**src/rtl/phyreg_hs_pkg.sv**
```systemverilog
package phyreg_hs_pkg;

  typedef enum logic [2:0] {
    S_IDLE,
    S_GAP,
    S_DRIVE,
    S_WAIT,
    S_FIN
  } seq_state_t;

  // Step code doubles as the strobe bit index.
  typedef enum logic [1:0] {
    ST_ADDR = 2'd0,
    ST_DATA = 2'd1,
    ST_WR   = 2'd2,
    ST_RD   = 2'd3
  } step_t;

  localparam int NUM_STROBES = 4;

endpackage

```
**src/rtl/phyreg_hs_pacer.sv**
```systemverilog
module phyreg_hs_pacer #(
  parameter int POLL_CYCLES   = 10000,
  parameter int TIMEOUT_POLLS = 5000
) (
  input  logic clk,
  input  logic rst_n,
  input  logic clr,
  input  logic en,
  output logic tick,
  output logic last
);
  localparam int IW = $clog2(POLL_CYCLES + 1);
  localparam int PW = $clog2(TIMEOUT_POLLS + 1);

  logic [IW-1:0] icnt;
  logic [PW-1:0] pcnt;

  assign tick = en && (icnt == IW'(POLL_CYCLES - 1));
  assign last = tick && (pcnt == PW'(TIMEOUT_POLLS - 1));

  always_ff @(posedge clk) begin
    if (!rst_n || clr) begin
      icnt <= '0;
      pcnt <= '0;
    end else if (en) begin
      if (tick) begin
        icnt <= '0;
        if (!last) pcnt <= pcnt + 1'b1;
      end else begin
        icnt <= icnt + 1'b1;
      end
    end
  end

endmodule

```
**src/rtl/phyreg_hs_seq.sv**
```systemverilog
module phyreg_hs_seq
  import phyreg_hs_pkg::*;
#(
  parameter int          DW          = 16,
  parameter int          IDLE_CYCLES = 10000,
  parameter logic [15:0] RST_ADDR    = 16'h7F3F
) (
  input  logic                   clk,
  input  logic                   rst_n,
  input  logic                   cmd_valid,
  output logic                   cmd_ready,
  input  logic                   cmd_write,
  input  logic [DW-1:0]          cmd_addr,
  input  logic [DW-1:0]          cmd_wdata,
  output logic                   rsp_valid,
  output logic [DW-1:0]          rsp_rdata,
  output logic                   rsp_err,
  output logic [DW-1:0]          field,
  output logic [NUM_STROBES-1:0] strb,
  input  logic                   ack,
  input  logic [DW-1:0]          dout,
  output logic                   pace_clr,
  output logic                   pace_en,
  input  logic                   pace_tick,
  input  logic                   pace_last
);
  localparam int GW = $clog2(IDLE_CYCLES + 1);

  seq_state_t    state;
  step_t         step;
  logic          lvl;
  logic          is_wr;
  logic [DW-1:0] addr_q;
  logic [DW-1:0] data_q;
  logic [GW-1:0] gcnt;
  logic          err_q;
  logic [DW-1:0] rdata_q;
  logic          rst_special;

  assign cmd_ready   = (state == S_IDLE);
  assign rsp_valid   = (state == S_FIN);
  assign rsp_err     = err_q;
  assign rsp_rdata   = rdata_q;
  assign pace_clr    = (state == S_DRIVE);
  assign pace_en     = (state == S_WAIT);
  assign rst_special = is_wr && (addr_q == DW'(RST_ADDR)) && (data_q != '0);

  always_ff @(posedge clk) begin
    if (!rst_n) begin
      state   <= S_IDLE;
      step    <= ST_ADDR;
      lvl     <= 1'b0;
      is_wr   <= 1'b0;
      addr_q  <= '0;
      data_q  <= '0;
      gcnt    <= '0;
      err_q   <= 1'b0;
      rdata_q <= '0;
      field   <= '0;
      strb    <= '0;
    end else begin
      case (state)
        S_IDLE: if (cmd_valid) begin
          is_wr  <= cmd_write;
          addr_q <= cmd_addr;
          data_q <= cmd_wdata;
          err_q  <= 1'b0;
          strb   <= '0;
          gcnt   <= '0;
          state  <= S_GAP;
        end
        S_GAP: if (gcnt == GW'(IDLE_CYCLES - 1)) begin
          step  <= ST_ADDR;
          lvl   <= 1'b1;
          state <= S_DRIVE;
        end else begin
          gcnt <= gcnt + 1'b1;
        end
        S_DRIVE: begin
          if (lvl && step != ST_RD) field <= (step == ST_ADDR) ? addr_q : data_q;
          strb[step] <= lvl;
          state <= (step == ST_WR && lvl && rst_special) ? S_FIN : S_WAIT;
        end
        S_WAIT: if (pace_tick && ack == lvl) begin
          if (step == ST_RD && lvl) rdata_q <= dout;
          if (lvl) begin
            lvl   <= 1'b0;
            state <= S_DRIVE;
          end else if (step == ST_WR || step == ST_RD) begin
            state <= S_FIN;
          end else begin
            step  <= (step == ST_ADDR) ? (is_wr ? ST_DATA : ST_RD) : ST_WR;
            lvl   <= 1'b1;
            state <= S_DRIVE;
          end
        end else if (pace_last) begin
          err_q <= 1'b1;
          strb  <= '0;
          state <= S_FIN;
        end
        S_FIN:   state <= S_IDLE;
        default: state <= S_IDLE;
      endcase
    end
  end

  AST_STROBE_EXCL: assert property (@(posedge clk) disable iff (!rst_n)
    $onehot0(strb));
  AST_FIELD_HELD: assert property (@(posedge clk) disable iff (!rst_n)
    ((|strb) && $past(|strb)) |-> $stable(field));
  AST_DONE_PULSE: assert property (@(posedge clk) disable iff (!rst_n)
    rsp_valid |=> !rsp_valid);
  AST_ERR_HOLD: assert property (@(posedge clk) disable iff (!rst_n)
    (cmd_ready && !cmd_valid) |=> $stable(rsp_err));
  AST_TIMEOUT_DROP: assert property (@(posedge clk) disable iff (!rst_n)
    (pace_en && pace_last && ack != lvl) |=> (rsp_valid && rsp_err && strb == '0));
  AST_BUSY_HOLD: assert property (@(posedge clk) disable iff (!rst_n)
    (cmd_ready && cmd_valid) |=> !cmd_ready);

endmodule

```
**src/rtl/phyreg_hs_master.sv**
```systemverilog
module phyreg_hs_master
  import phyreg_hs_pkg::*;
#(
  parameter int          DW            = 16,
  parameter int          POLL_CYCLES   = 10000,
  parameter int          TIMEOUT_POLLS = 5000,
  parameter int          IDLE_CYCLES   = 10000,
  parameter logic [15:0] RST_ADDR      = 16'h7F3F
) (
  input  logic          clk,
  input  logic          rst_n,
  input  logic          cmd_valid,
  output logic          cmd_ready,
  input  logic          cmd_write,
  input  logic [DW-1:0] cmd_addr,
  input  logic [DW-1:0] cmd_wdata,
  output logic          rsp_valid,
  output logic [DW-1:0] rsp_rdata,
  output logic          rsp_err,
  output logic [DW-1:0] phy_field,
  output logic          phy_cap_addr,
  output logic          phy_cap_data,
  output logic          phy_wr,
  output logic          phy_rd,
  input  logic          phy_ack,
  input  logic [DW-1:0] phy_dout
);
  logic [NUM_STROBES-1:0] strb;
  logic pace_clr, pace_en, pace_tick, pace_last;

  phyreg_hs_pacer #(
    .POLL_CYCLES  (POLL_CYCLES),
    .TIMEOUT_POLLS(TIMEOUT_POLLS)
  ) u_pacer (
    .clk  (clk),
    .rst_n(rst_n),
    .clr  (pace_clr),
    .en   (pace_en),
    .tick (pace_tick),
    .last (pace_last)
  );

  phyreg_hs_seq #(
    .DW         (DW),
    .IDLE_CYCLES(IDLE_CYCLES),
    .RST_ADDR   (RST_ADDR)
  ) u_seq (
    .clk      (clk),
    .rst_n    (rst_n),
    .cmd_valid(cmd_valid),
    .cmd_ready(cmd_ready),
    .cmd_write(cmd_write),
    .cmd_addr (cmd_addr),
    .cmd_wdata(cmd_wdata),
    .rsp_valid(rsp_valid),
    .rsp_rdata(rsp_rdata),
    .rsp_err  (rsp_err),
    .field    (phy_field),
    .strb     (strb),
    .ack      (phy_ack),
    .dout     (phy_dout),
    .pace_clr (pace_clr),
    .pace_en  (pace_en),
    .pace_tick(pace_tick),
    .pace_last(pace_last)
  );

  assign phy_cap_addr = strb[ST_ADDR];
  assign phy_cap_data = strb[ST_DATA];
  assign phy_wr       = strb[ST_WR];
  assign phy_rd       = strb[ST_RD];

endmodule

```
**config.mk**
```make
export PLATFORM = sky130hd
export DESIGN_NAME = phyreg_hs_master
export DESIGN_NICKNAME = d
export VERILOG_FILES = /design/src/rtl/phyreg_hs_pkg.sv /design/src/rtl/phyreg_hs_pacer.sv /design/src/rtl/phyreg_hs_seq.sv /design/src/rtl/phyreg_hs_master.sv
export SDC_FILE = /design/constraint.sdc
export NUM_CORES = 1
export LEC_CHECK = 0
export BUFFER_PORTS_ARGS = -buffer_cell sky130_fd_sc_hd__buf_4
export CAP_MARGIN = 30
export CORE_MARGIN = 3
export CORE_UTILIZATION = 55
export CTS_BUF_LIST = sky130_fd_sc_hd__clkbuf_4 sky130_fd_sc_hd__clkbuf_8 sky130_fd_sc_hd__clkbuf_16
export DETAILED_ROUTE_END_ITERATION = 12
export PLACE_DENSITY = 0.81
export SKIP_LAST_GASP = 1
export SLEW_MARGIN = 15
export SYNTH_ARGS = -nofsm -noshare
export SYNTH_HDL_FRONTEND = slang
export SYNTH_SLANG_ARGS = --single-unit
```
**constraint.sdc**
```tcl
create_clock -name clk -period 2.9 [get_ports clk]
set_clock_uncertainty 0.1 [all_clocks]
set_input_delay 0.58 -clock clk [delete_from_list [all_inputs] [get_ports clk]]
set_output_delay 0.58 -clock clk [all_outputs]
set_load 0.02 [all_outputs]
```
Word level (Yosys, flattened, before mapping). Cells that the tools add are included.

Bits in registers: 117. Input bits: 53. Output and inout bits: 39. Word-level logic and storage cells: 106.

Add/subtract/negate cells: 3. $lt $le $gt $ge: 2. Equal/unequal tests: 21. Multiplexer cells: 36. Bitwise operators: 1. Reduce and logical (&&, ||, !) cells: 30.

Operators by type and width (count): $mux W14 (3); $add A14 B1 Y14 const B (2); $eq A14 B14 Y1 const B (2); $pmux W14 S2 (1); $mux W3 (7); $eq A16 B15 Y1 const B (1); $mux W16 (1); $reduce_bool A16 Y1 (1); $reduce_and A3 Y1 (5); $ne A2 B2 Y1 const B (7); $add A13 B1 Y13 const B (1); $eq A13 B13 Y1 const B (1); $mux W2 (6); $mux W4 (3); $pmux W3 S4 (1); $pmux W4 S3 (1); $logic_and A1 B1 Y1 (10); $mux W1 (8); $reduce_and A4 Y1 (2); $eq A3 B2 Y1 const B (2); $reduce_bool A2 Y1 (3); $reduce_and A5 Y1 (1); $bwmux W4 (1); $eq A2 B2 Y1 const B (2); other kinds (17) (21).

Longest topological paths before layout. Gate-level depths: netlist of run 1.

Depth after elaboration: 6. Gate-level depth with buffers: 8. Gate-level depth less buffers: 6.

Cells and area by module. From an unflattened synthesis of run 1, not the netlist that was laid out.

Cells, all modules: 623. Area total of the unflattened synthesis: 5119.9 um^2.

By module, submodules not included: phyreg_hs_seq (times used 1, cells an instance 462, area each 3758.6 um^2, sequential area each 1801.7 um^2); phyreg_hs_pacer (times used 1, cells an instance 161, area each 1361.3 um^2, sequential area each 540.5 um^2).

Worst setup path after synthesis of run 1. No wires, ideal clock.

Path type: register to register. From: register u_pacer.icnt[0]. To: register u_seq.rdata_q[0], in the netlist u_seq.rsp_rdata[0]. Setup time: 0.128 ns. Arrival time: 1.918 ns. Data required time: 2.672 ns. Path slack: 0.755 ns. Cell stages (with the launch flop): 9. Path buffers: 2. Clock period less this slack: 2.145 ns. Cells stage by stage: dfxtp_1 -> ha_1 -> nand3_1 -> or2_1 -> buf_6 -> nor4_4 -> buf_6 -> mux2i_1 -> nor2_1.

Word-level cells in the longest chain between the ends: 4.

RTL lines: start, declared (line phyreg_hs_pacer.sv:15) `logic [IW-1:0] icnt;`; start signal, assigned (line phyreg_hs_pacer.sv:30) `icnt <= icnt + 1'b1;`; $eq A14 B14 Y1 (line phyreg_hs_pacer.sv:18) `assign tick = en && (icnt == IW'(POLL_CYCLES - 1));`; $logic_and A1 B1 Y1 (line phyreg_hs_pacer.sv:18); $logic_and A1 B1 Y1 (line phyreg_hs_seq.sv:84) `S_WAIT: if (pace_tick && ack == lvl) begin`; $reduce_and A3 Y1 (no source line); end signal, assigned (line phyreg_hs_seq.sv:85) `if (step == ST_RD && lvl) rdata_q <= dout;`; end, declared (line phyreg_hs_seq.sv:37) `logic [DW-1:0] rdata_q;`.

Every way passes these cells. A chain may end at the register's enable or synchronous reset.

Worst setup path in the final report of run 1.
From: register u_pacer.icnt[4]. To: register u_pacer.pcnt[2].

Word-level cells in the longest chain between the ends: 5.

RTL lines: $eq A14 B14 Y1 (*) (line phyreg_hs_pacer.sv:18); $logic_and A1 B1 Y1 (*) (line phyreg_hs_pacer.sv:18); $logic_and A1 B1 Y1 (line phyreg_hs_pacer.sv:19) `assign last = tick && (pcnt == PW'(TIMEOUT_POLLS - 1));`; $not A1 Y1 (no source line); $reduce_and A3 Y1 (no source line) (*); end signal, assigned (line phyreg_hs_pacer.sv:28) `if (!last) pcnt <= pcnt + 1'b1;`; end, declared (line phyreg_hs_pacer.sv:16) `logic [PW-1:0] pcnt;`.

Mark *: on every way between the ends. The rest lies on a longest branch, timed or not.

==> results by group, run 1 <==
Layout
  – Nets: between 700 and 800
  – Ratio of cells with drive above 1 in the final layout: 20.7%
  – Multi-input gate area: between 0.002 and 0.003 mm^2
  – Diode count: 0
  – Reg area: 0.00234 mm^2
  – Filler instances: 670
  – Highest-count cells in the layout ignoring fill and taps: nand2_1, dfxtp_1, buf_4
  – Layout area overhead: 25.7%
  – Post-layout instance area: 0.00637 mm^2
  – Post-layout util: around 72%
  – Commonest non-fill, non-tap cell in the layout: nand2_1

Logic synthesis
  – Asr flop ratio synth: 0%
  – Post-synth EDFFs: 0
  – Syn_nets: 665
  – Synth Area in XOR/XNOR: about 4.3%
  – Synthesized instance count: roughly 610
  – Synth Warn #: 0
  – Synth Flop Type: dfxtp_1
  – Synth Register Bits: about 120
  – Largest family of logic cells by synthesized area: simple AND/OR/NAND/NOR gates
  – Post-synthesis compound-gate area fraction: around 15%
  – Syn avg cell area: ~8.3 um^2
  – Mapped Area: between 0.005 and 0.006 mm^2
  – Mux share of post-synthesis cell area: 3.36%
  – Post-synthesis simple-gate area fraction: 27.3%
  – Post-synthesis sequential area ratio: ~46%
  – Post-synth cell types: 55
  – Synth Area in Adders: less than 1%

Detailed routing
  – DRT met1 WL: approximately 5.4 mm
  – Drt wl/cell: 15.5 um
  – DR vias/cell: around 5.8
  – Routed wire length: approximately 13 mm
  – Drt pass-1 iters: 5
  – Final ANT Viol Nets: 0
  – DR vias: around 4800
  – DRT iter0 DRCs: ~250
  – Top layer in use: met4
  – Met2 Wirelength: about 6.3 mm
  – WL met3: 824 um
  – Residual DRC: 0

Setup path
  – Reg2reg path depth: 5
  – CP max-delay cell: nor3_1
  – Crit. End Element: register
  – WS Path Type: register to register
  – Crit-path cells: nor4_1 > nand3_1 > nor3_1 > a21oi_1 > a31o_2
  – CP Max Fanout: 8
  – CP peak stage delay: between 0.6 and 0.7 ns
  – CP Buf/Inv Count: 0
  – Top delay family on crit path: simple AND/OR/NAND/NOR gates
  – CP required: between 3 and 4 ns
  – Worst setup SP type: register
  – Critical path depth: 5
  – CP arrival: between 2 and 3 ns

Placed design
  – Port bufs: 91
  – DP Wirelength: approximately 8.6 mm
  – RD Place Congestion: about 0.87
  – Cell Area, Placed: slightly below 0.006 mm^2

Hold path
  – Worst hold-check path type: primary input to register
  – Hold Crit Depth: 3

Floorplan
  – CORE AREA: about 0.009 mm^2
  – Die area: around 0.010 mm^2
  – Die X-Extent: roughly 100 um
  – DIE HEIGHT: 102 um
  – Ports: about 90
  – Initial Utilization: a little under three fifths
  – Rows: 34

Global routing
  – Largest net degree at the start of global routing: between 50 and 60
  – Gr ovfl total: 0
  – Initial antenna violation count: 0
  – First-pass GRT wire length: about 21 mm
  – Number of global-route vias before repair: roughly 4400
  – All-Layer GR Usage: about 25%

Power and ir drop
  – Worst VDD drop: between 0.4 and 0.5 mV
  – Leakage: 0.00238 uW
  – Pwr per Cell Area: 622 mW/mm^2
  – Switching fraction of total power: around 24%
  – Clock share of power: roughly 50%
  – Internal Power: 3000 uW
  – NetSw: around 970 uW
  – Total power: 3960 uW
  – Seq pwr share: 43.0%
  – Part of the power in combinational logic: 7.3%

Flow run
  – Max-cap violations: 0

Clock tree
  – Hold Buf Count CTS: 0
  – Clock Tree Root: clkbuf_8
  – Post CTS Setup Buffer Count: 0
  – Reg clk slew, reported paths: about 0.060 ns
  – TritonCTS buffer count: 17
  – CTS resizes: 0
  – Worst skew pair latency: 0.52 ns
  – TritonCTS clock tree: built
  – Total clock sinks: approximately 120
  – CTS Buffer Depth: 2
  – CTS H-tree lvls: 4

STA
  – Fin. max-slew vios: 0
  – Setup TNS: 0 ns
  – Slew headroom: between 40% and 50%
  – # setup viols final: 0
  – Worst Max-Slew Pin Slew: just over 0.8 ns
  – Minimum clock period: 2.37 ns
  – Unrepaired setup endpoints after global routing: no
  – Achievable clock frequency: about 420 MHz
  – Final Hold Vio Count: 0
  – Tcrit/Tclk final: a little over 80%

Run status
  – Status: complete, no violations
[synthesized netlist by cell type (all sizes together), types with 2 or more instances]
library cell	instances	area share, %
inv	4	0.30
ha	3	0.74
clkbuf	26	1.9
nand4	12	1.5
nand3	16	1.6
a221oi	2	0.47
or4	2	0.30
nor3	8	0.79
dfxtp	117	46
a31oi	3	0.37
xor2	8	1.4
mux2i	17	3.4
nor3b	4	0.79
buf	8	1.3
and2	3	0.37
and3	4	0.49
a21oi	55	5.4
o21ai	32	3.2
o41ai	2	0.49
xnor2	17	2.9
or3	11	1.4
nor2	73	5.4
o211a	2	0.39
or2	3	0.37
and4	3	0.52
o31ai	2	0.30
nor4	15	2.3
nand3b	3	0.69
nand2	119	8.8
or4b	2	0.39
a311oi	16	2.8
nand2b	4	0.49
[kinds of logic (layout without fill, tap and decap cells)]
| logic type | count (synthesis) | after routing |
|---|---|---|
| AO/OA/AOI/OAI | 122 | 122 |
| XOR/XNOR | 25 | 25 |
| adder cells (fa/ha/maj) | 3 | 3 |
| buffers and inverters | 38 | 136 |
| flip-flops | 117 | 117 |
| multiplexers | 17 | 17 |
| AND/OR/NAND/NOR | 287 | 287 |
[sequential cells by signal, summed over array words and instances (netlist names)]
name / count
u_pacer.icnt: 14
u_seq.rsp_rdata: 16
u_pacer.pcnt: 13
u_seq.lvl: 1
u_seq.addr_q: 16
u_seq.step: 2
u_seq.field: 16
u_seq.is_wr: 1
u_seq.rsp_err: 1
u_seq.data_q: 16
u_seq.state: 3
u_seq.strb: 4
u_seq.gcnt: 14
[metrics by stage]
step	hold slack [ns]	worst slack, ns	instances
6_report	0.200	0.529	815
5_1_grt	0.196	0.332	815
4_1_cts	0.180	0.573	815
3_5_place_dp	0.350	0.598	785
3_3_place_gp	0.348	0.710	784
2_1_floorplan	0.344	0.755	609
[worst reg2reg max path: cells and delay by family (launching register included)]
kind / cells / cell delay (ns)
AOI/OAI and AO/OA: 2 / 0.40
DFF: 1 / 0.34
and+or+nand+nor: 3 / 1.42
[power by group through the flow]
stage               clock network, uW  registers [uW]  logic, uW
floorplan                           0            1710        196
global placement                    0            1730        281
detailed placement                  0            1730        288
CTS                              1990            1700        290
global route                     2070            1710        323
finish                           1970            1700        290
[layer usage]
metal,vias up,track usage (%)
li1,2313,-
met1,2229,32.2
met2,194,41.4
met3,15,5.46
met4,0,8.98
met5,-,0
[worst paths after layout]
path | startpoint | to | slack (ns)
worst max-delay path | u_pacer.icnt[4] | u_pacer.pcnt[2] | 0.53
worst min-delay path | phy_dout[6] | u_seq.rsp_rdata[6] | 0.20
worst max register to register | u_pacer.icnt[4] | u_pacer.pcnt[2] | 0.53
worst min register to register | u_seq.rsp_err | u_seq.rsp_err | 0.37
[cell type report]
type,count,area share [%]
timing repair buffer,102,12.1
tap,108,2.12
clock inverter,12,2.10
multi-input combinational,454,40.1
clock buffer,18,6.62
inverter,4,0.236
sequential,117,36.8
Power figures use the tool's default switching activity.
==> run 2: changes to the inputs <==
--- a/config.mk
+++ b/config.mk
@@ -5,13 +5,14 @@
 export SDC_FILE = /design/constraint.sdc
 export NUM_CORES = 1
 export LEC_CHECK = 0
+export ABC_AREA = 1
 export BUFFER_PORTS_ARGS = -buffer_cell sky130_fd_sc_hd__buf_4
 export CAP_MARGIN = 30
 export CORE_MARGIN = 3
-export CORE_UTILIZATION = 55
+export CORE_UTILIZATION = 51
 export CTS_BUF_LIST = sky130_fd_sc_hd__clkbuf_4 sky130_fd_sc_hd__clkbuf_8 sky130_fd_sc_hd__clkbuf_16
 export DETAILED_ROUTE_END_ITERATION = 12
-export PLACE_DENSITY = 0.81
+export PLACE_DENSITY = 0.78
 export SKIP_LAST_GASP = 1
 export SLEW_MARGIN = 15
 export SYNTH_ARGS = -nofsm -noshare
==> constraint.sdc (replaced) <==
create_clock -name clk -period 2 [get_ports clk]
set_clock_uncertainty 0.1 [all_clocks]
set_input_delay 0.4 -clock clk [delete_from_list [all_inputs] [get_ports clk]]
set_output_delay 0.4 -clock clk [all_outputs]
set_load 0.02 [all_outputs]
==> run 2 against run 1 <==
Compared with the run above: sequential share of layout area down 2.8 points; wire length up 13%; global-route usage down 0.56 points; utilization down 5.1 points; hold slack worse by 0.16 ns; register-to-register slack worse by 0.40 ns; clock power up 43%; area after synthesis up 7.0%; final cell count up 25%; total power up 53%; first-iteration DRC count up 40%; non-clock buffer count up 9; largest cell class unchanged.
==> results by group, run 2 <==
STA
  – # setup viols final: 0
  – Fin. max-slew vios: 0
  – Final Hold Vio Count: 0
  – Minimum clock period: a little under 2 ns
  – Achievable clock frequency: approximately 500 MHz
  – Worst Max-Slew Pin Slew: approximately 0.5 ns
  – Tcrit/Tclk final: slightly below 100%
  – Unrepaired setup endpoints after global routing: yes
  – Slew headroom: 66.5%

Power and ir drop
  – Seq pwr share: 41.4%
  – Switching fraction of total power: 27.8%
  – NetSw: about 1700 uW
  – Worst VDD drop: between 0.7 and 0.8 mV
  – Clock share of power: a little under half
  – Pwr per Cell Area: about 880 mW/mm^2
  – Internal Power: around 4400 uW
  – Part of the power in combinational logic: around 12%
  – Total power: roughly 6000 uW
  – Leakage: roughly 0.0027 uW

Detailed routing
  – Final ANT Viol Nets: 0
  – DR vias/cell: between 5 and 6
  – Residual DRC: 0
  – DR vias: 5499
  – Drt wl/cell: approximately 14 um
  – DRT iter0 DRCs: 351
  – Drt pass-1 iters: 5
  – Routed wire length: approximately 14 mm

Logic synthesis
  – Synth Warn #: 0
  – Mapped Area: between 0.005 and 0.006 mm^2
  – Post-synthesis sequential area ratio: between 40% and 50%
  – Asr flop ratio synth: 0%
  – Most frequent cells after synthesis: nand2_1, dfxtp_1, a21oi_1
  – Syn_nets: between 800 and 900
  – Post-synth EDFFs: 0
  – Syn avg cell area: between 7 and 8 um^2
  – Synth top area share: between 40% and 50%
  – Post-synth cell types: 35
  – Area leader, netlist: dfxtp_1
  – Synth Flop Type: dfxtp_1
  – Synth Register Bits: 117
  – Synthesized instance count: 770
  – Most common cell in the netlist: nand2_1
  – Area contributors post-synth: dfxtp_1, nand2_1, a21oi_1, inv_1, o21ai_0

Floorplan
  – Initial Utilization: a little over half
  – Rows: 37
  – Die area: approximately 0.012 mm^2
  – CORE AREA: between 0.01 and 0.015 mm^2
  – DIE HEIGHT: approximately 110 um
  – Ports: 92
  – Die X-Extent: 109 um

Hold path
  – Hold Crit Depth: 3
  – Worst hold-check path type: primary input to register
  – WHS Endpoint: u_seq.rsp_rdata[5]
  – Hold Startpoint: phy_dout[5]

Clock tree
  – Hold Buf Count CTS: 0
  – CTS Buffer Depth: 2
  – Clock Tree Root: clkbuf_8
  – Reg clk slew, reported paths: around 0.060 ns
  – TritonCTS clock tree: built
  – TritonCTS buffer count: 17
  – Total clock sinks: 117
  – Worst skew pair latency: 0.53 ns
  – CTS H-tree lvls: 4

Layout
  – Diode count: 0
  – Highest-count cells in the layout ignoring fill and taps: nand2_1, dfxtp_1, buf_4
  – Post-layout instance area: 0.00691 mm^2
  – Layout area overhead: 27.4%
  – Post-route insts no fill: about 1000
  – Commonest non-fill, non-tap cell in the layout: nand2_1
  – Nets: just over 900
  – Ratio of cells with drive above 1 in the final layout: around a fifth

Setup path
  – Internal reg-to-reg setup slack: ~0.13 ns
  – Worst setup SP type: register
  – CP required: about 1.5 ns
  – R2r endpoint: u_seq.step[1]
  – CP arrival: 1.44 ns
  – CP Max Fanout: 3
  – Crit path from: u_seq.state[0]
  – WS Path Type: register to output port
  – Reg2reg start: u_seq.gcnt[0]
  – Crit. End Element: output port
  – Reg2reg path depth: 11

Global routing
  – Initial antenna violation count: 0
  – All-Layer GR Usage: between 20% and 30%
  – Largest net degree at the start of global routing: 55
  – Number of global-route vias before repair: about 5100
  – First-pass GRT wire length: between 20 and 25 mm
  – Gr ovfl total: 0

Placed design
  – Placed cell count: between 900 and 1000
  – DP Wirelength: about 10 mm
  – RD Place Congestion: slightly below 0.9
  – Cell Area, Placed: around 0.0063 mm^2
  – Port bufs: 91

Flow run
  – Max-cap violations: 0

Run status
  – Status: complete, no violations
[run 2: changes by cell type after synthesis, sizes merged, moves of 12 or more]
cell / previous run / this run
mux2i: 17 / 0
nor3: 8 / 26
nand3: 16 / 46
xnor2: 17 / 5
inv: 4 / 89
a311oi: 16 / 0
nand2: 119 / 180
a31oi: 3 / 17
o21ai: 32 / 67
a21oi: 55 / 87
nor4: 15 / 1
[run 2: critical path: stages, from the launching register on]
cell     delay, ns
dfxtp_2       0.34
nor2_4        0.13
inv_2         0.08
nor2_4        0.11
buf_6         0.12
buf_4         0.13
[run 2: how the worst max path moves through the flow]
stage | slack, ns | cells past startpoint | endpoint
3_5_place_dp | 0.03 | 9 | u_seq.gcnt[9]
2_1_floorplan | 0.26 | 11 | u_seq.step[0]
5_1_grt | -0.02 | 5 | cmd_ready
4_1_cts | 0.003 | 5 | cmd_ready
3_3_place_gp | 0.15 | 9 | u_seq.gcnt[6]
6_report | 0.06 | 5 | cmd_ready
[run 2: what timing repair did]
item | in CTS | in global routing
setup buffers | 1 | 3
pin swaps | 0 | 2
setup endpoints to repair | 1 | 41
resized for setup | 2 | 17
[run 2: cell families (layout without fill, tap and decap cells)]
| logic type | count (synthesis) | in the layout | synth area share, % |
|---|---|---|---|
| AOI/OAI and AO/OA | 177 | 177 | 17.0 |
| xor gates and xnor gates | 12 | 12 | 1.94 |
| buffers and inverters | 120 | 234 | 8.81 |
| adders and majority gates | 3 | 3 | 0.692 |
| and+or+nand+nor | 341 | 341 | 28.4 |
| DFF | 117 | 117 | 43.2 |
[run 2: final cells by class]
cell class / count / area [um^2]
Sequential cell: 117 / 2340
Multi-Input combinational cell: 533 / 2640
Inverter: 91 / 345
Clock inverter: 14 / 129
Tap cell: 136 / 170
Clock buffer: 18 / 422
Fill cell: 887 / 3410
Timing Repair Buffer: 111 / 857
[run 2: routing by layer]
layer,track usage [%],routed length [um]
met1,28.9,6060
met2,40.9,6890
met3,7.52,934
met4,10.4,389
met5,0,0
[run 2: stage by stage]
step                util [%]  setup slack, ns  setup TNS (ns)  hold WS [ns]
floorplan                  -            0.259               0         0.339
global placement        60.8            0.154               0         0.333
detailed placement      60.8           0.0252               0         0.337
CTS                     66.2          0.00308               0        0.0219
global route            66.9          -0.0225         -0.0391        0.0290
finish                  66.9           0.0586               0        0.0366
[run 2: power by group through the flow]
| stage | clock network [uW] | registers [uW] | logic (uW) |
|---|---|---|---|
| 3_3_place_gp | 0 | 2540 | 680 |
| 3_5_place_dp | 0 | 2550 | 695 |
| 5_1_grt | 2940 | 2520 | 819 |
| 6_report | 2810 | 2510 | 740 |
| 2_1_floorplan | 0 | 2540 | 444 |
| 4_1_cts | 2840 | 2500 | 715 |
